<file path="src/rtl/priv_csr_pkg.sv">
package priv_csr_pkg;

    typedef enum logic [1:0] {
        PRIV_U = 2'd0,
        PRIV_S = 2'd1,
        PRIV_M = 2'd3
    } priv_e;

    typedef enum logic [1:0] {
        OP_READ  = 2'd0,
        OP_WRITE = 2'd1,
        OP_SWAP  = 2'd2,
        OP_RSVD  = 2'd3
    } csr_op_e;

    localparam logic [11:0] ADDR_SVIEW   = 12'h100;
    localparam logic [11:0] ADDR_SSCR    = 12'h140;
    localparam logic [11:0] ADDR_XLATE   = 12'h180;
    localparam logic [11:0] ADDR_MVIEW   = 12'h300;
    localparam logic [11:0] ADDR_HARTNUM = 12'hF14;

    localparam int BIT_SIE  = 1;
    localparam int BIT_SPIE = 5;
    localparam int BIT_SPP  = 8;

    // supervisor-visible fields, and all implemented fields
    localparam logic [63:0] MASK_SVIEW = 64'h0000_0000_000C_0122;
    localparam logic [63:0] MASK_MVIEW = 64'h0000_0000_000C_19AA;

    typedef struct packed {
        logic mview;
        logic sview;
        logic sscr;
        logic xlate;
        logic hartnum;
    } csr_sel_t;

endpackage

</file>
<file path="src/rtl/csr_gate.sv">
module csr_gate
    import priv_csr_pkg::*;
(
    input  logic [1:0]  priv_i,
    input  logic        req_valid_i,
    input  csr_op_e     op_i,
    input  logic [11:0] addr_i,
    input  logic        sret_i,
    output csr_sel_t    sel_o,
    output logic        req_ok_o,
    output logic        sret_ok_o,
    output logic        wr_en_o,
    output logic        rd_en_o,
    output logic        illegal_o
);

    logic known;
    logic priv_ok;
    logic read_only;
    logic op_ok;
    logic req_legal;

    always_comb begin
        sel_o.mview   = (addr_i == ADDR_MVIEW);
        sel_o.sview   = (addr_i == ADDR_SVIEW);
        sel_o.sscr    = (addr_i == ADDR_SSCR);
        sel_o.xlate   = (addr_i == ADDR_XLATE);
        sel_o.hartnum = (addr_i == ADDR_HARTNUM);
        known     = |sel_o;
        priv_ok   = (priv_i >= addr_i[9:8]);
        read_only = (addr_i[11:10] == 2'b11);
        wr_en_o   = (op_i == OP_WRITE) || (op_i == OP_SWAP);
        rd_en_o   = (op_i == OP_READ) || (op_i == OP_SWAP);
        op_ok     = (op_i != OP_RSVD);
        req_legal = known && op_ok && priv_ok && !(wr_en_o && read_only);
        req_ok_o  = req_valid_i && !sret_i && req_legal;
        sret_ok_o = sret_i && (priv_i != PRIV_U);
        illegal_o = sret_i ? !sret_ok_o : (req_valid_i && !req_legal);
    end

endmodule

</file>
<file path="src/rtl/status_view.sv">
module status_view
    import priv_csr_pkg::*;
#(
    parameter int XLEN = 64
) (
    input  logic [XLEN-1:0] stored_i,
    input  logic [XLEN-1:0] wdata_i,
    input  logic            sview_i,
    output logic [XLEN-1:0] rview_o,
    output logic [XLEN-1:0] wnext_o
);

    localparam logic [XLEN-1:0] SMASK = MASK_SVIEW[XLEN-1:0];
    localparam logic [XLEN-1:0] MMASK = MASK_MVIEW[XLEN-1:0];

    always_comb begin
        if (sview_i) begin
            rview_o = stored_i & SMASK;
            wnext_o = (stored_i & ~SMASK) | (wdata_i & SMASK);
        end else begin
            rview_o = stored_i & MMASK;
            wnext_o = wdata_i & MMASK;
        end
    end

endmodule

</file>
<file path="src/rtl/priv_csr_unit.sv">
module priv_csr_unit
    import priv_csr_pkg::*;
#(
    parameter int XLEN    = 64,
    parameter int MODE_W  = 4,
    parameter int HART_ID = 5
) (
    input  logic              clk,
    input  logic              rst_n,
    input  logic              req_valid_i,
    input  logic [1:0]        req_op_i,
    input  logic [11:0]       req_addr_i,
    input  logic [XLEN-1:0]   req_wdata_i,
    input  logic              sret_valid_i,
    output logic [XLEN-1:0]   rsp_rdata_o,
    output logic              rsp_illegal_o,
    output logic [1:0]        priv_o,
    output logic [MODE_W-1:0] satp_mode_o
);

    localparam logic [XLEN-1:0] SMASK = MASK_SVIEW[XLEN-1:0];

    typedef struct packed {
        logic [XLEN-1:0] status;
        logic [XLEN-1:0] scratch;
        logic [XLEN-1:0] xlate;
        logic [1:0]      priv;
    } state_t;

    state_t st_d, st_q;

    csr_sel_t        sel;
    logic            req_ok, sret_ok, wr_en, rd_en;
    logic [XLEN-1:0] stat_rview, stat_wnext;

    csr_gate u_gate (
        .priv_i      (st_q.priv),
        .req_valid_i (req_valid_i),
        .op_i        (csr_op_e'(req_op_i)),
        .addr_i      (req_addr_i),
        .sret_i      (sret_valid_i),
        .sel_o       (sel),
        .req_ok_o    (req_ok),
        .sret_ok_o   (sret_ok),
        .wr_en_o     (wr_en),
        .rd_en_o     (rd_en),
        .illegal_o   (rsp_illegal_o)
    );

    status_view #(.XLEN(XLEN)) u_view (
        .stored_i (st_q.status),
        .wdata_i  (req_wdata_i),
        .sview_i  (sel.sview),
        .rview_o  (stat_rview),
        .wnext_o  (stat_wnext)
    );

    always_comb begin
        st_d        = st_q;
        rsp_rdata_o = '0;
        if (sret_ok) begin
            st_d.priv                 = {1'b0, st_q.status[BIT_SPP]};
            st_d.status[BIT_SPP]      = 1'b0;
            st_d.status[BIT_SIE]      = st_q.status[BIT_SPIE];
            st_d.status[BIT_SPIE]     = 1'b1;
        end else if (req_ok) begin
            if (rd_en) begin
                unique case (1'b1)
                    sel.mview, sel.sview: rsp_rdata_o = stat_rview;
                    sel.sscr:             rsp_rdata_o = st_q.scratch;
                    sel.xlate:            rsp_rdata_o = st_q.xlate;
                    sel.hartnum:          rsp_rdata_o = XLEN'(HART_ID);
                    default:              rsp_rdata_o = '0;
                endcase
            end
            if (wr_en) begin
                if (sel.mview || sel.sview) st_d.status  = stat_wnext;
                if (sel.sscr)               st_d.scratch = req_wdata_i;
                if (sel.xlate)              st_d.xlate   = req_wdata_i;
            end
        end
    end

    always_ff @(posedge clk) begin
        if (!rst_n) begin
            st_q      <= '0;
            st_q.priv <= PRIV_M;
        end else begin
            st_q <= st_d;
        end
    end

    assign priv_o      = st_q.priv;
    assign satp_mode_o = st_q.xlate[XLEN-1 -: MODE_W];

    AST_SVIEW_KEEPS_MPP: assert property (@(posedge clk) disable iff (!rst_n)
        (req_ok && wr_en && sel.sview) |=> $stable(st_q.status[12:11]));

    AST_SVIEW_READ_MASKED: assert property (@(posedge clk) disable iff (!rst_n)
        (req_valid_i && !sret_valid_i && req_addr_i == ADDR_SVIEW && !rsp_illegal_o)
        |-> ((rsp_rdata_o & ~SMASK) == '0));

    AST_LOW_PRIV_MACHINE: assert property (@(posedge clk) disable iff (!rst_n)
        (req_valid_i && !sret_valid_i && req_addr_i[9:8] == 2'b11 && priv_o != PRIV_M)
        |-> rsp_illegal_o);

    AST_ILLEGAL_NO_CHANGE: assert property (@(posedge clk) disable iff (!rst_n)
        rsp_illegal_o |=> ($stable(st_q.status) && $stable(st_q.scratch)
                           && $stable(st_q.xlate) && $stable(priv_o)));

    AST_XLATE_IMMEDIATE: assert property (@(posedge clk) disable iff (!rst_n)
        (req_ok && wr_en && sel.xlate)
        |=> (satp_mode_o == $past(req_wdata_i[XLEN-1 -: MODE_W])));

    AST_SRET_TARGET: assert property (@(posedge clk) disable iff (!rst_n)
        sret_ok |=> (priv_o == {1'b0, $past(st_q.status[BIT_SPP])}));

    AST_SRET_FIELDS: assert property (@(posedge clk) disable iff (!rst_n)
        sret_ok |=> (!st_q.status[BIT_SPP] && st_q.status[BIT_SPIE]
                     && st_q.status[BIT_SIE] == $past(st_q.status[BIT_SPIE])));

    AST_USER_SRET_ILLEGAL: assert property (@(posedge clk) disable iff (!rst_n)
        (sret_valid_i && priv_o == PRIV_U) |-> rsp_illegal_o);

endmodule

</file>
<file path="config.mk">
export PLATFORM = sky130hd
export DESIGN_NAME = priv_csr_unit
export DESIGN_NICKNAME = d
export VERILOG_FILES = /design/src/rtl/priv_csr_pkg.sv /design/src/rtl/csr_gate.sv /design/src/rtl/status_view.sv /design/src/rtl/priv_csr_unit.sv
export SDC_FILE = /design/constraint.sdc
export NUM_CORES = 1
export LEC_CHECK = 0
export ABC_AREA = 1
export BUFFER_PORTS_ARGS = -buffer_cell sky130_fd_sc_hd__clkbuf_2
export CAP_MARGIN = 0
export CORE_MARGIN = 3
export CORE_UTILIZATION = 55
export CTS_CLUSTER_DIAMETER = 30
export DETAILED_ROUTE_END_ITERATION = 7
export PLACE_DENSITY = 0.84
export RECOVER_POWER = 50
export SYNTH_ARGS = -nofsm -noshare
export SYNTH_HDL_FRONTEND = slang
export SYNTH_SLANG_ARGS = --single-unit
</file>
<file path="constraint.sdc">
create_clock -name clk -period 5.9 [get_ports clk]
set_input_delay 0.885 -clock clk [delete_from_list [all_inputs] [get_ports clk]]
set_output_delay 0.885 -clock clk [all_outputs]
set_load 0.01 [all_outputs]
</file>
==> impl_metrics.sql <==
INSERT INTO impl_metrics (metric_group, metric, value, unit) VALUES
('clock_network', 'h_tree_levels', '4', ''),
('floorplan', 'core.rowCount', '38', ''),
('floorplan', 'effective_utilization_at_floorplan', '57.28', '%'),
('sta', 'skew', '13.74', 'ps'),
('synthesis', 'ys_types', '29', ''),
('synthesis', 'post_synthesis_cell_area', '6319', 'um2'),
('synthesis', 'yosysSeqAreaShare', '44.04', '%'),
('clock_network', 'cts_made_buffers', '17', ''),
('route', 'route.detailed.drc', '0', ''),
('global_routing', 'track_usage', '25.77', '%'),
('critical_path', 'cp_max_fanout', '44', ''),
('run_status', 'violated_checks', 'max-capacitance violations, max-slew violations', ''),
('floorplan', 'die-area', '12810', 'um2'),
('worst_hold_path', 'worst_hold_path_type', 'reg -> reg', ''),
('place', 'gp_congestion', '0.8907', ''),
('global_routing', 'first_global_vias', '5692', ''),
('critical_path', 'worst_ep_required_time', '6240', 'ps'),
('sta', 'timing_max_transition_violations_final', '110', ''),
('finish', 'antenna_cells', '0', ''),
('floorplan', 'die_width', '113.2', 'um'),
('sta', 'max_clock_freq', '235.1', 'MHz'),
('run_status', 'result_of_the_run', 'finished with violations', ''),
('place', 'detailedPlacementHpwl', '10.38', 'mm'),
('global_routing', 'grt_first_pass_wirelength', '26.93', 'mm'),
('finish', 'area_growth', '17.43', '%'),
('route', 'detailedRoute.firstPassIterationCount', '5', ''),
('critical_path', 'cp.arrival', '4600', 'ps'),
('pwr', 'vdd_ir_drop_max', '0.1938', 'mV'),
('global_routing', 'antenna_found_initial', '1', ''),
('finish', 'final_cell_mix', '289 x nor2_1, 149 x nand2_1, 145 x clkbuf_2, 139 x dfxtp_1, 102 x o21ai_0', ''),
('critical_path', 'slowest_delay', '1250', 'ps'),
('clock_network', 'cts_hold_repair.buffers', '0', ''),
('pwr', 'powerDensity', '269.3', 'nW/um2'),
('synthesis', 'synth-seq-cells', '139', ''),
('sta', 'post-route-period-util', '72.10', '%'),
('critical_path', 'cp-start-kind', 'input pin', ''),
('sta', 'setup-tns-final', '0', 'ps'),
('floorplan', 'top_level_ports', '153', ''),
('synthesis', 'number_of_synthesized_flops_with_an_enable_pin', '0', ''),
('synthesis', 'synth-async-reset-ratio', '0', '%'),
('clock_network', 'cts-root-to-sink-buffers', '2', ''),
('route', 'ant_nets', '0', ''),
('clock_network', 'cts.repair.resized', '0', ''),
('route', 'via_per_inst', '5.228', ''),
('critical_path', 'slowest_stage', 'nor2_1', ''),
('route', 'vias_after_detailed_routing', '6158', ''),
('sta', 'rsz_0062_raised_after_global_routing', 'no', ''),
('global_routing', 'grt_max_degree', '86', ''),
('clock_network', 'clock-sinks', '139', ''),
('sta', 'setup-violations-final', '0', ''),
('synthesis', 'synthCells', '915', ''),
('clock_network', 'worst_skew_pair.late_latency', '410', 'ps'),
('finish', 'layout_commonest_cell', 'nor2_1', ''),
('floorplan', 'coreArea', '11030', 'um2'),
('critical_path', 'cells_along_the_critical_path', 'clkbuf_1, inv_1, ha_1, inv_1, nor2_1, nor3_1, nand4_1, nor2_1, clkbuf_2, nor2_1, nor2_1', ''),
('pwr', 'cellLeakagePower', '3.105', 'nW'),
('synthesis', 'synthFlopType', 'dfxtp_1', ''),
('critical_path', 'worst_path_most_repeated_cell', 'nor2_1', ''),
('finish', 'final_net_count', '1114', ''),
('sta', 'timing_hold_violations_final', '0', ''),
('finish', 'final_util', '67.26', '%'),
('clock_network', 'path_clk_slew', '60', 'ps'),
('synthesis', 'yosys_warnings', '0', ''),
('clock_network', 'post-cts-setup-buffers', '0', ''),
('floorplan', 'die_boundary_height', '113.2', 'um'),
('synthesis', 'post_synth.cell_area_avg', '6.906', 'um2'),
('job', 'timing.max_cap.violations', '3', ''),
('clock_network', 'cts_tree', 'done', ''),
('critical_path', 'worstSetupEndpointType', 'flop', ''),
('synthesis', 'postSynthNetCount', '1002', ''),
('clock_network', 'clk_root_buffer_cell', 'clkbuf_16', ''),
('route', 'route.final.wire_length', '16.43', 'mm'),
('global_routing', 'total_congestion_overflow_after_global_routing', '0', ''),
('route', 'dr.first_iter.drc_count', '533', ''),
('finish', 'layout-drive-gt1-share', '19.17', '%'),
('sta', 'timing.final.ws_setup', '1646', 'ps'),
('sta', 'final.min_clock_period', '4254', 'ps'),
('pwr', 'design_power_total', '0.001998', 'W'),
('sta', 'worst_slew_margin_rel', '-32.96', '%'),
('place', 'port_buffers', '152', ''),
('critical_path', 'worst-setup-path-type', 'in -> reg', ''),
('sta', 'tightestPinTransition', '1994', 'ps'),
('place', 'preCtsSetupSlack', '1913', 'ps'),
('route', 'avgRoutedWirePerCell', '13.95', 'um');
==> report_power, final <==
group | internal [W] | switching (W) | total [W] | leakage [nW]
clock | 0.000583 | 0.000387 | 0.000970 | 0.253
sequential | 0.000941 | 0.00000133 | 0.000942 | 1.12
combinational | 0.0000346 | 0.0000508 | 0.0000854 | 1.73
==> synthesized netlist by cell type (2+ instances only) <==
library cell	n	share of area (%)
buf_4	9	1.1
nand2_1	149	8.9
ha_1	5	0.99
inv_1	28	1.7
a31oi_1	4	0.40
nor3_1	5	0.40
dfxtp_1	139	44
o21ai_0	91	7.2
buf_6	13	2.3
nor2_4	2	0.36
nor2_1	286	17
nand2_2	4	0.40
nor3b_1	3	0.36
a221oi_1	4	0.55
nand3_1	8	0.63
o21ai_1	42	3.3
a31oi_2	3	0.59
nor2_2	5	0.50
a21oi_1	61	4.8
buf_2	17	1.3
clkbuf_1	28	1.7
nand3_2	2	0.32
==> metrics by stage <==
step           hold WS [ps]  cells  area, um2
2_1_floorplan         439.3    915       6319
3_3_place_gp          454.0   1148       6929
3_5_place_dp          469.1   1148       6929
4_1_cts               481.8   1178       7472
5_1_grt               502.1   1178       7420
6_report              478.0   1178       7420
==> worst max-delay path, delay by kind of cell <==
kind | cells | cell delay [ps]
buffers and inverters | 4 | 1230
AND/OR/NAND/NOR | 6 | 2140
adder cells (fa/ha/maj) | 1 | 300
==> kinds of logic after synthesis <==
kind of cell             synth area share [%]
AND/OR/NAND/NOR                         29.70
AO/OA/AOI/OAI                           17.15
flip-flops                              44.04
buffers and inverters                   8.119
adder cells (fa/ha/maj)                0.9901
==> area by class of cell <==
cell class              count  area (um2)
inverters                  29       108.9
clock inverters            11       100.1
well taps                 140       175.2
flip-flops and latches    139        2783
multi-input cells         680        3002
clock buffers              19       442.9
repair buffers            160       808.3
fillers                  1017        3611
==> per-layer routing <==
metal	global-route usage [%]	vias to the layer above	share of wire, %	routed length (um)
met5	0	-	0.079	13
met4	9.936	2	2.3	384
met3	6.524	29	6.6	1079
met2	41.79	207	47	7647
met1	33.08	2767	44	7303
li1	-	3153	-	-
==> path summary, 6_finish.rpt <==
path	start	to	slack [ps]	depth (start not counted)
setup reg to reg	priv_o[0]	st_q[48]	1970	11
setup / recovery	req_op_i[0]	st_q[48]	1650	11
hold / removal	st_q[131]	st_q[131]	480	2
hold reg to reg	st_q[131]	st_q[131]	480	2
==> state kept, by name (all words and copies together), names as in the netlist <==
signal,count
priv_o,2
st_q,133
satp_mode_o,4
(Power assumes the default switching activity.)
